**src/rtl/chan_fifo_pkg.sv**
```systemverilog
package chan_fifo_pkg;

   // True when v is a non-zero power of two.
   function automatic bit is_pow2(input int unsigned v);
      return (v != 0) && ((v & (v - 1)) == 0);
   endfunction

   // Width of an index able to address n items, never below one bit.
   function automatic int unsigned idx_width(input int unsigned n);
      return (n > 1) ? $clog2(n) : 1;
   endfunction

endpackage

```
**src/rtl/chan_fifo_core.sv**
```systemverilog
module chan_fifo_core
   import chan_fifo_pkg::*;
#(
   parameter int unsigned WIDTH = 32,
   parameter int unsigned DEPTH = 4,
   localparam int unsigned LVL_W = $clog2(DEPTH + 1)
) (
   input  logic             clk,
   input  logic             rst_n,
   input  logic             flush,
   input  logic             push,
   input  logic [WIDTH-1:0] push_data,
   input  logic             pop,
   output logic [WIDTH-1:0] head_data,
   output logic [LVL_W-1:0] level,
   output logic             full,
   output logic             empty,
   output logic             push_rej,
   output logic             pop_rej
);
   localparam int unsigned PTR_W = idx_width(DEPTH);

   if (DEPTH < 2) begin : g_chk_depth
      $error("chan_fifo_core: DEPTH must be at least 2");
   end
   if (WIDTH < 1) begin : g_chk_width
      $error("chan_fifo_core: WIDTH must be at least 1");
   end

   logic [WIDTH-1:0] mem [DEPTH];
   logic [PTR_W-1:0] wr_ptr, rd_ptr, wr_nxt, rd_nxt;
   logic [LVL_W-1:0] count;
   logic             push_ok, pop_ok;

   // Pointer advance: free wrap for power-of-two depths, compare otherwise.
   if (is_pow2(DEPTH)) begin : g_wrap_free
      assign wr_nxt = wr_ptr + PTR_W'(1);
      assign rd_nxt = rd_ptr + PTR_W'(1);
   end else begin : g_wrap_cmp
      assign wr_nxt = (wr_ptr == PTR_W'(DEPTH - 1)) ? '0 : wr_ptr + PTR_W'(1);
      assign rd_nxt = (rd_ptr == PTR_W'(DEPTH - 1)) ? '0 : rd_ptr + PTR_W'(1);
   end

   assign full     = (count == LVL_W'(DEPTH));
   assign empty    = (count == '0);
   assign push_ok  = push && !full && !flush;
   assign pop_ok   = pop && !empty && !flush;
   assign push_rej = push && full;
   assign pop_rej  = pop && empty;

   always_ff @(posedge clk) begin
      if (push_ok) begin
         mem[wr_ptr] <= push_data;
      end
   end

   always_ff @(posedge clk or negedge rst_n) begin
      if (!rst_n) begin
         wr_ptr <= '0;
         rd_ptr <= '0;
         count  <= '0;
      end else if (flush) begin
         wr_ptr <= '0;
         rd_ptr <= '0;
         count  <= '0;
      end else begin
         if (push_ok) wr_ptr <= wr_nxt;
         if (pop_ok)  rd_ptr <= rd_nxt;
         unique case ({push_ok, pop_ok})
            2'b10:   count <= count + LVL_W'(1);
            2'b01:   count <= count - LVL_W'(1);
            default: count <= count;
         endcase
      end
   end

   assign head_data = mem[rd_ptr];
   assign level     = count;


   full_hold_chk: assert property (@(posedge clk) disable iff (!rst_n)
      (push && full && !pop && !flush) |=> $stable(level));

   flush_empty_chk: assert property (@(posedge clk) disable iff (!rst_n)
      flush |=> (empty && level == '0));

   empty_pop_chk: assert property (@(posedge clk) disable iff (!rst_n)
      (pop && empty && !push) |=> empty);

   push_grow_chk: assert property (@(posedge clk) disable iff (!rst_n)
      (push && !full && !pop && !flush) |=> (level == $past(level) + LVL_W'(1)));

endmodule

```
**src/rtl/chan_sticky_w1c.sv**
```systemverilog
module chan_sticky_w1c #(
   parameter int unsigned N = 4
) (
   input  logic         clk,
   input  logic         rst_n,
   input  logic [N-1:0] set,
   input  logic [N-1:0] clr,
   output logic [N-1:0] flag
);
   if (N < 1) begin : g_chk_n
      $error("chan_sticky_w1c: N must be at least 1");
   end

   // A new event outranks a same-cycle clear.
   always_ff @(posedge clk or negedge rst_n) begin
      if (!rst_n) flag <= '0;
      else        flag <= set | (flag & ~clr);
   end

   for (genvar i = 0; i < N; i++) begin : g_bit

      set_flag_chk: assert property (@(posedge clk) disable iff (!rst_n)
         set[i] |=> flag[i]);

      flag_hold_chk: assert property (@(posedge clk) disable iff (!rst_n)
         (flag[i] && !clr[i]) |=> flag[i]);

      flag_clr_chk: assert property (@(posedge clk) disable iff (!rst_n)
         (clr[i] && !set[i]) |=> !flag[i]);
   end

endmodule

```
**src/rtl/chan_fifo_lane.sv**
```systemverilog
module chan_fifo_lane #(
   parameter int unsigned WIDTH = 32,
   parameter int unsigned DEPTH = 4,
   localparam int unsigned LVL_W = $clog2(DEPTH + 1)
) (
   input  logic             clk,
   input  logic             rst_n,
   input  logic             flush,
   input  logic             host_wr,
   input  logic [WIDTH-1:0] host_wr_data,
   input  logic             chan_pop,
   output logic [WIDTH-1:0] tx_head,
   input  logic             chan_push,
   input  logic [WIDTH-1:0] chan_rx_data,
   input  logic             host_rd,
   output logic [WIDTH-1:0] rx_head,
   output logic [LVL_W-1:0] tx_level,
   output logic [LVL_W-1:0] rx_level,
   output logic             tx_full,
   output logic             tx_empty,
   output logic             rx_full,
   output logic             rx_empty,
   output logic             tx_req,
   output logic             rx_req,
   output logic             tx_over_evt,
   output logic             rx_under_evt
);
   logic tx_pop_rej, rx_push_rej;

   chan_fifo_core #(.WIDTH(WIDTH), .DEPTH(DEPTH)) u_tx (
      .clk       (clk),
      .rst_n     (rst_n),
      .flush     (flush),
      .push      (host_wr),
      .push_data (host_wr_data),
      .pop       (chan_pop),
      .head_data (tx_head),
      .level     (tx_level),
      .full      (tx_full),
      .empty     (tx_empty),
      .push_rej  (tx_over_evt),
      .pop_rej   (tx_pop_rej)
   );

   chan_fifo_core #(.WIDTH(WIDTH), .DEPTH(DEPTH)) u_rx (
      .clk       (clk),
      .rst_n     (rst_n),
      .flush     (flush),
      .push      (chan_push),
      .push_data (chan_rx_data),
      .pop       (host_rd),
      .head_data (rx_head),
      .level     (rx_level),
      .full      (rx_full),
      .empty     (rx_empty),
      .push_rej  (rx_push_rej),
      .pop_rej   (rx_under_evt)
   );

   assign tx_req = !tx_full;
   assign rx_req = !rx_empty;


   host_read_drop_chk: assert property (@(posedge clk) disable iff (!rst_n)
      (host_rd && !rx_empty && !chan_push && !flush)
         |=> (rx_level == $past(rx_level) - LVL_W'(1)));

   chan_pop_empty_chk: assert property (@(posedge clk) disable iff (!rst_n)
      (tx_pop_rej && !host_wr) |=> tx_empty);

   chan_push_full_chk: assert property (@(posedge clk) disable iff (!rst_n)
      (rx_push_rej && !host_rd && !flush) |=> rx_full);

endmodule

```
**src/rtl/chan_fifo_bank.sv**
```systemverilog
module chan_fifo_bank
   import chan_fifo_pkg::*;
#(
   parameter int unsigned NUM_CH = 4,
   parameter int unsigned WIDTH  = 32,
   parameter int unsigned DEPTH  = 4,
   localparam int unsigned CH_W  = idx_width(NUM_CH),
   localparam int unsigned LVL_W = $clog2(DEPTH + 1)
) (
   input  logic                    clk,
   input  logic                    rst_n,
   input  logic                    host_wr_en,
   input  logic [CH_W-1:0]         host_wr_ch,
   input  logic [WIDTH-1:0]        host_wr_data,
   input  logic                    host_rd_en,
   input  logic [CH_W-1:0]         host_rd_ch,
   output logic [WIDTH-1:0]        host_rd_data,
   input  logic [NUM_CH-1:0]       chan_pop,
   output logic [NUM_CH*WIDTH-1:0] chan_tx_data,
   input  logic [NUM_CH-1:0]       chan_push,
   input  logic [NUM_CH*WIDTH-1:0] chan_rx_data,
   input  logic [NUM_CH-1:0]       flush,
   output logic [NUM_CH*LVL_W-1:0] tx_level,
   output logic [NUM_CH*LVL_W-1:0] rx_level,
   output logic [NUM_CH-1:0]       tx_full,
   output logic [NUM_CH-1:0]       tx_empty,
   output logic [NUM_CH-1:0]       rx_full,
   output logic [NUM_CH-1:0]       rx_empty,
   output logic [NUM_CH-1:0]       tx_req,
   output logic [NUM_CH-1:0]       rx_req,
   output logic [NUM_CH-1:0]       err_tx_over,
   output logic [NUM_CH-1:0]       err_rx_under,
   input  logic [NUM_CH-1:0]       clr_tx_over,
   input  logic [NUM_CH-1:0]       clr_rx_under
);
   if (NUM_CH < 1) begin : g_chk_ch
      $error("chan_fifo_bank: NUM_CH must be at least 1");
   end

   logic [NUM_CH-1:0] wr_sel, rd_sel;
   logic [NUM_CH-1:0] over_evt, under_evt;
   logic [WIDTH-1:0]  rx_head [NUM_CH];

   for (genvar c = 0; c < NUM_CH; c++) begin : g_lane
      assign wr_sel[c] = host_wr_en && (host_wr_ch == CH_W'(c));
      assign rd_sel[c] = host_rd_en && (host_rd_ch == CH_W'(c));

      chan_fifo_lane #(.WIDTH(WIDTH), .DEPTH(DEPTH)) u_lane (
         .clk          (clk),
         .rst_n        (rst_n),
         .flush        (flush[c]),
         .host_wr      (wr_sel[c]),
         .host_wr_data (host_wr_data),
         .chan_pop     (chan_pop[c]),
         .tx_head      (chan_tx_data[c*WIDTH +: WIDTH]),
         .chan_push    (chan_push[c]),
         .chan_rx_data (chan_rx_data[c*WIDTH +: WIDTH]),
         .host_rd      (rd_sel[c]),
         .rx_head      (rx_head[c]),
         .tx_level     (tx_level[c*LVL_W +: LVL_W]),
         .rx_level     (rx_level[c*LVL_W +: LVL_W]),
         .tx_full      (tx_full[c]),
         .tx_empty     (tx_empty[c]),
         .rx_full      (rx_full[c]),
         .rx_empty     (rx_empty[c]),
         .tx_req       (tx_req[c]),
         .rx_req       (rx_req[c]),
         .tx_over_evt  (over_evt[c]),
         .rx_under_evt (under_evt[c])
      );
   end

   always_comb begin
      host_rd_data = '0;
      for (int c = 0; c < NUM_CH; c++) begin
         if (host_rd_ch == CH_W'(c)) host_rd_data = rx_head[c];
      end
   end

   chan_sticky_w1c #(.N(NUM_CH)) u_over_flags (
      .clk   (clk),
      .rst_n (rst_n),
      .set   (over_evt),
      .clr   (clr_tx_over),
      .flag  (err_tx_over)
   );

   chan_sticky_w1c #(.N(NUM_CH)) u_under_flags (
      .clk   (clk),
      .rst_n (rst_n),
      .set   (under_evt),
      .clr   (clr_rx_under),
      .flag  (err_rx_under)
   );


   one_write_lane_chk: assert property (@(posedge clk) disable iff (!rst_n)
      $onehot0(wr_sel));

   flush_keeps_flags_chk: assert property (@(posedge clk) disable iff (!rst_n)
      (|flush && over_evt == '0 && clr_tx_over == '0) |=> $stable(err_tx_over));

endmodule

```
**config.mk**
```make
export PLATFORM = sky130hd
export DESIGN_NAME = chan_fifo_bank
export DESIGN_NICKNAME = d
export VERILOG_FILES = /design/src/rtl/chan_fifo_pkg.sv /design/src/rtl/chan_fifo_core.sv /design/src/rtl/chan_sticky_w1c.sv /design/src/rtl/chan_fifo_lane.sv /design/src/rtl/chan_fifo_bank.sv
export SDC_FILE = /design/constraint.sdc
export NUM_CORES = 1
export LEC_CHECK = 0
export BUFFER_PORTS_ARGS = -buffer_cell sky130_fd_sc_hd__buf_2
export CORE_AREA = 2 2 251 352
export DETAILED_ROUTE_END_ITERATION = 16
export DIE_AREA = 0 0 253 354
export GPL_TIMING_DRIVEN = 0
export PLACE_DENSITY = 0.68
export SYNTH_ARGS = -nofsm -noshare
export SYNTH_HDL_FRONTEND = slang
export SYNTH_SLANG_ARGS = --single-unit
```
**constraint.sdc**
```tcl
create_clock -name clk -period 4.3 [get_ports clk]
set_input_delay 0.86 -clock clk [delete_from_list [all_inputs] [get_ports clk]]
set_output_delay 0.86 -clock clk [all_outputs]
set_load 0.02 [all_outputs]
```
# ---- Word-level counts from Yosys, hierarchy flattened
# Memories as Yosys holds them, arrays and structs flattened.
# Cells that the tools add are included.
dict set report totals {
  inputBits 188
  ramBits 1024
  register_bits 64
  out_inout_bits 216
  mem_count 8
}
# memory words width rd rd_ports_with_merged_regs write_ports line
set mem_list {}
lappend mem_list {{g_lane[0].u_lane.u_rx.mem} 4 32 1 0 1 chan_fifo_core.sv:30} ;# logic [WIDTH-1:0] mem [DEPTH];
lappend mem_list {{g_lane[0].u_lane.u_tx.mem} 4 32 1 0 1 chan_fifo_core.sv:30}
lappend mem_list {{g_lane[1].u_lane.u_rx.mem} 4 32 1 0 1 chan_fifo_core.sv:30}
lappend mem_list {{g_lane[1].u_lane.u_tx.mem} 4 32 1 0 1 chan_fifo_core.sv:30}
lappend mem_list {{g_lane[2].u_lane.u_rx.mem} 4 32 1 0 1 chan_fifo_core.sv:30}
lappend mem_list {{g_lane[2].u_lane.u_tx.mem} 4 32 1 0 1 chan_fifo_core.sv:30}
lappend mem_list {{2 more memories} n/a n/a n/a n/a n/a n/a}
dict set report classes {
  reduce_logical 102
  bitwise_logic 6
  eq_ne 30
  muxes 68
  n_addsub 32
}
# cell n
set op_table {}
lappend op_table {{$mux 32} 4}
lappend op_table {{$mux 2} 32}
lappend op_table {{$logic_and 1x1->1} 48}
lappend op_table {{$pmux 3 s2} 8}
lappend op_table {{$add 2x1->2 const B} 16}
lappend op_table {{$reduce_bool 2->1} 16}
lappend op_table {{$add 3x1->3 const B} 8}
lappend op_table {{$eq 2x2->1 const B} 12}
lappend op_table {{$eq 3x3->1 const B} 8}
lappend op_table {{$logic_not 3->1} 8}
lappend op_table {{$mux 3} 8}
lappend op_table {{$reduce_bool 3->1} 8}
lappend op_table {{$sub 3x1->3 const B} 8}
lappend op_table {{$eq 2x1->1 const B} 10}
lappend op_table {{$logic_not 1->1} 20}
lappend op_table {{$mux 1} 16}
lappend op_table {{$and 4x4->4} 2}
lappend op_table {{$not 4->4} 2}
lappend op_table {{$or 4x4->4} 2}
lappend op_table {{$logic_not 2->1} 2}

# ---- Longest topological paths before layout
dict set report logic_depth {
  ltp_word 7
  depth_mapped 9
  depth_no_buf 9
}

# ---- By module
# A second synthesis with hierarchy kept.
dict set report hier_totals {
  hier_cells 1969
  hier_area_um2 42841.1
}
# mod area_each_um2 cells_per_inst seq_area_each_um2 instances
set modules_own_cells {}
lappend modules_own_cells {{chan_fifo_core (g_lane[1].u_lane.u_tx ...)} 5203.7 237 4018.9 5}
lappend modules_own_cells {{chan_fifo_core (g_lane[1].u_lane.u_rx)} 5238.8 236 4018.9 1}
lappend modules_own_cells {{chan_fifo_core (g_lane[0].u_lane.u_rx)} 5215.0 237 4018.9 1}
lappend modules_own_cells {{chan_fifo_core (g_lane[0].u_lane.u_tx)} 5167.5 231 4018.9 1}
lappend modules_own_cells {chan_fifo_bank 880.8 48 0.0 1}
lappend modules_own_cells {chan_sticky_w1c 145.1 12 100.1 2}
lappend modules_own_cells {chan_fifo_lane 7.5 2 0.0 4}

# ---- Least setup slack after synthesis
# Ideal clock, no wire load.
dict set report synth_timing {
  path_kind {input port to flip-flop}
  startpoint {input port host_wr_ch[0]}
  endpoint {memory g_lane[0].u_lane.u_tx.mem[0][0] (enable)}
  slack_ps 1460
  stages 5
  setup_time_ps 392
  n_path_buf 1
  arrival_ps 2448
  cell_sequence {buf_2 > nor3b_2 > nand2_4 > nor2_1 > and2_1}
}
dict set report synth_via {
  elab_chain_len 6
}
# item line
set synth_lines {}
lappend synth_lines {{from (decl)} chan_fifo_bank.sv:13} ;# input logic [CH_W-1:0] host_wr_ch,
lappend synth_lines {{$logic_not 2->1} chan_fifo_bank.sv:45} ;# assign wr_sel[c] = host_wr_en && (host_wr_ch == CH_W'(c));
lappend synth_lines {{$logic_and 1x1->1} chan_fifo_bank.sv:45}
lappend synth_lines {{$logic_and 1x1->1 (2 in series)} chan_fifo_core.sv:46} ;# assign push_ok = push && !full && !flush;
lappend synth_lines {{$mux 1} chan_fifo_core.sv:52} ;# if (push_ok) begin
lappend synth_lines {{$mux 1 (not written as such)} chan_fifo_core.sv:53} ;# mem[wr_ptr] <= push_data;
lappend synth_lines {{to (decl)} chan_fifo_core.sv:30}
# No other way between the ends.

# ---- Final worst setup path
dict set report layout_timing {
  startpoint {register g_lane[0].u_lane.u_rx.rd_ptr[1]}
  endpoint {output port host_rd_data[16]}
}
dict set report layout_via {
  elab_chain_len 5
}
# item line
set layout_lines {}
lappend layout_lines {{from (decl)} chan_fifo_core.sv:31} ;# logic [PTR_W-1:0] wr_ptr, rd_ptr, wr_nxt, rd_nxt;
lappend layout_lines {{from (signal assigned)} chan_fifo_core.sv:68} ;# if (pop_ok) rd_ptr <= rd_nxt;
lappend layout_lines {{$mem_v2 4x32} n/a}
lappend layout_lines {{$mux 32 (4 in series)} chan_fifo_bank.sv:76} ;# if (host_rd_ch == CH_W'(c)) host_rd_data = rx_head[c];
lappend layout_lines {{to (decl)} chan_fifo_bank.sv:17} ;# output logic [WIDTH-1:0] host_rd_data,
# No other way between the ends.

==> out/qor.yml <==
min_period_over_period_pct: 94.0
wl_microns: 101000
clk_path_buf_depth: 3
hp-class: "in -> async"
dp_hpwl_microns: 71500
gr-total-overflow: 0
slowest_delay_ps: 620
clock-root-buffer: "clkbuf_16"
syn_area_sq_um: 42100
drc: 0
finClkSkew_ps: 22.9
h-tree-depth: 3
vias_per_cell: 5.68
clk_latency_ps: 650
grt_pass1_wl_microns: 147000
power.density_nw_per_um2: 501
syn_to_final_growth_pct: 17.6
tns_ps: 0
setup_violations: 0
grt_usage_pct: 22.7
coreArea_sq_um: 86500
drive_gt1_share_pct: 36.7
crit_type: "reg -> out"
drtIter0Drc: 1573
status: "finished clean"
syn-num-nets: 2197
gp_congestion: 0.782
ys_types: 67
cts.sinks: 1088
cts_tree: "built"
drv_cap: 0
cellLeakagePower_nw: 16.8
cts_made_buffers: 99
cp_cell_sequence: "clkbuf_1 -> clkbuf_1 -> mux4_2 -> a22oi_1 -> nand2_1 -> buf_2"
utilization_pct: 57.3
cp-end-kind: "output pin"
antenna_found_initial: 25
portBuffers: 398
start_util_pct: 48.7
row_count: 128
cts.repair.resized: 1
cp_slowest_cell: "clkbuf_1"
postRouteAntennaNets: 0
yosysSeqAreaShare_pct: 76.8
ys_ff_latch: 1088
crit_arrival_ps: 3180
synth.avg_cell_area_sq_um: 21.4
num_vias: 21000
yosysWarnings: 0
clk_pin_slew_ps: 70
rsz0062_at_grt: "no"
post_cts_buffers: 0
nets: 2729
worstPathMaxFanout: 10
max_slew_margin_pct: 34.6
cp-start-kind: "register"
dieArea_sq_um: 89600
path_common_cell: "clkbuf_1"
grt_pass1_vias: 22300
dr.pass1.iters: 5
synth_edf_count: 1024
ys.flop_type: "edfxtp_1"
nFillCells: 6416
maxSlewViolCount: 0
layout.cells.non_filler: 3696
netlist_instances: 1969
fp.dieW_microns: 253
dp.cells: 3505
crit_required_ps: 3440
hold_buffers: 0
routedWlPerCell_microns: 27.4
worst_pin_slew_ps: 977
fmax_ghz: 0.247
ys_async_sr_fraction_pct: 5.88
period_needed_ps: 4040
grt_max_degree: 38
hold_viol: 0
ios: 404
peakVddDrop_mv: 0.433
chipHeight_microns: 354
==> through the flow <==
step	worst slack, ps	power (mW)	cell area [sq um]	hold slack [ps]
6_report	256	24.8	49500	170
5_1_grt	94.0	25.7	49500	150
4_1_cts	60.2	25.1	49500	134
3_5_place_dp	413	16.3	46300	522
3_3_place_gp	133	16.2	45500	493
2_1_floorplan	1460	14.8	42100	538
==> cells in the mapped netlist, types with 3 or more instances <==
cell type	instances	area (sq um)
a211oi_1	3	22.5
a21oi_1	12	60.1
a22oi_1	65	488
a31oi_1	5	31.3
and2_1	32	200
and3_1	6	37.5
buf_2	36	180
buf_4	24	180
clkbuf_1	64	240
dfrtp_1	64	1600
edfxtp_1	1024	30700
fa_1	8	160
ha_1	32	400
inv_1	40	150
mux2_2	5	56.3
mux2i_1	11	110
mux4_2	256	5770
nand2_1	53	199
nand2b_1	9	56.3
nand3_1	8	40.0
nand3b_1	4	30.0
nor2_1	63	236
nor2b_1	13	81.3
nor3_1	11	55.1
nor3b_1	3	22.5
nor3b_2	3	37.5
nor4_1	7	43.8
o21ai_0	16	80.1
o21bai_1	5	37.5
o22ai_1	7	43.8
o311ai_0	3	26.3
o31ai_1	3	22.5
or3_1	7	43.8
xnor2_1	20	175
xor2_1	9	78.8
==> power breakdown <==
group | switching [mW] | internal (mW) | leakage, nW
clock network | 3.79 | 5.02 | 1.58
logic | 2.36 | 1.60 | 5.06
registers | 0.173 | 11.9 | 10.1
==> registers in the layout (all words and copies together) (netlist names) <==
name / flops
g_lane.u_lane.u_tx.rd_ptr: 8
g_lane.u_lane.u_rx.level: 12
g_lane.u_lane.u_tx.mem: 512
g_lane.u_lane.u_tx.wr_ptr: 8
g_lane.u_lane.u_rx.wr_ptr: 8
g_lane.u_lane.u_rx.rd_ptr: 8
u_over_flags.flag: 4
g_lane.u_lane.u_tx.level: 12
u_under_flags.flag: 4
g_lane.u_lane.u_rx.mem: 512
==> kinds of logic after synthesis <==
kind of cell,Yosys count,share of synthesized area [%]
xor+xnor,30,0.642
simple gates,232,2.86
compound gates,136,2.33
flops,1088,76.8
fa+ha+maj,40,1.33
buf+inv,168,1.84
mux,275,14.2
==> worst paths after layout <==
kind | startpoint | endpoint | slack, ps | depth (start not counted)
worst max-delay path | g_lane[0].u_lane.u_rx.rd_ptr[1] | host_rd_data[16] | 260 | 6
worst min-delay path | rst_n | g_lane[2].u_lane.u_tx.level[2] | 170 | 1
worst max register to register | g_lane[3].u_lane.u_rx.level[2] | g_lane[3].u_lane.u_rx.level[1] | 1640 | 8
worst min register to register | u_over_flags.flag[0] | u_over_flags.flag[0] | 520 | 1
max in group asynchronous | rst_n | g_lane[1].u_lane.u_rx.rd_ptr[0] | 3520 | 2
min in group clk | clr_rx_under[0] | u_under_flags.flag[0] | 390 | 2
==> worst max-delay path: cells and delay by family, from the launching register on <==
family	cells	cell delay (ps)
compound gates	1	540
mux	1	420
simple gates	1	150
flops	1	330
buf+inv	3	1080
==> placed cells by master, fill, tap and decap left out, drive strengths merged, types with 8 or more instances in the layout <==
| master | Yosys | final |
|---|---|---|
| a21oi | 12 | 12 |
| a22oi | 65 | 65 |
| and2 | 32 | 32 |
| buf | 62 | 493 |
| bufinv | 0 | 10 |
| clkbuf | 64 | 194 |
| clkinv | 0 | 33 |
| dfrtp | 64 | 64 |
| edfxtp | 1024 | 1024 |
| fa | 8 | 8 |
| ha | 32 | 32 |
| inv | 42 | 49 |
| mux2 | 8 | 8 |
| mux2i | 11 | 11 |
| mux4 | 256 | 256 |
| nand2 | 55 | 55 |
| nand2b | 9 | 9 |
| nand3 | 8 | 8 |
| nor2 | 65 | 65 |
| nor2b | 13 | 13 |
| nor3 | 12 | 12 |
| o21ai | 17 | 17 |
| xnor2 | 21 | 21 |
| xor2 | 9 | 9 |
==> routing by layer <==
layer  global-route usage (%)  share of wire, %  up-vias
met5                        0              0.24        -
met4                     6.09               2.3       38
met3                     6.40               8.1      161
met2                     41.3                54      710
met1                     26.2                35    11000
li1                         -                 -     9113
==> layout make-up <==
| type | count | area, sq um | area share, % |
|---|---|---|---|
| Clock buffer | 130 | 2690 | 5.42 |
| Timing Repair Buffer | 431 | 2740 | 5.53 |
| Tap cell | 1105 | 1380 | 2.79 |
| Clock inverter | 56 | 569 | 1.15 |
| Buffer | 126 | 617 | 1.25 |
| Inverter | 42 | 158 | 0.318 |
| Antenna cell | 5 | 12.5 | 0.0253 |
| Sequential cell | 1088 | 32400 | 65.3 |
| Multi-Input combinational cell | 713 | 9020 | 18.2 |
No activity file was read; power rests on OpenSTA's default activity.
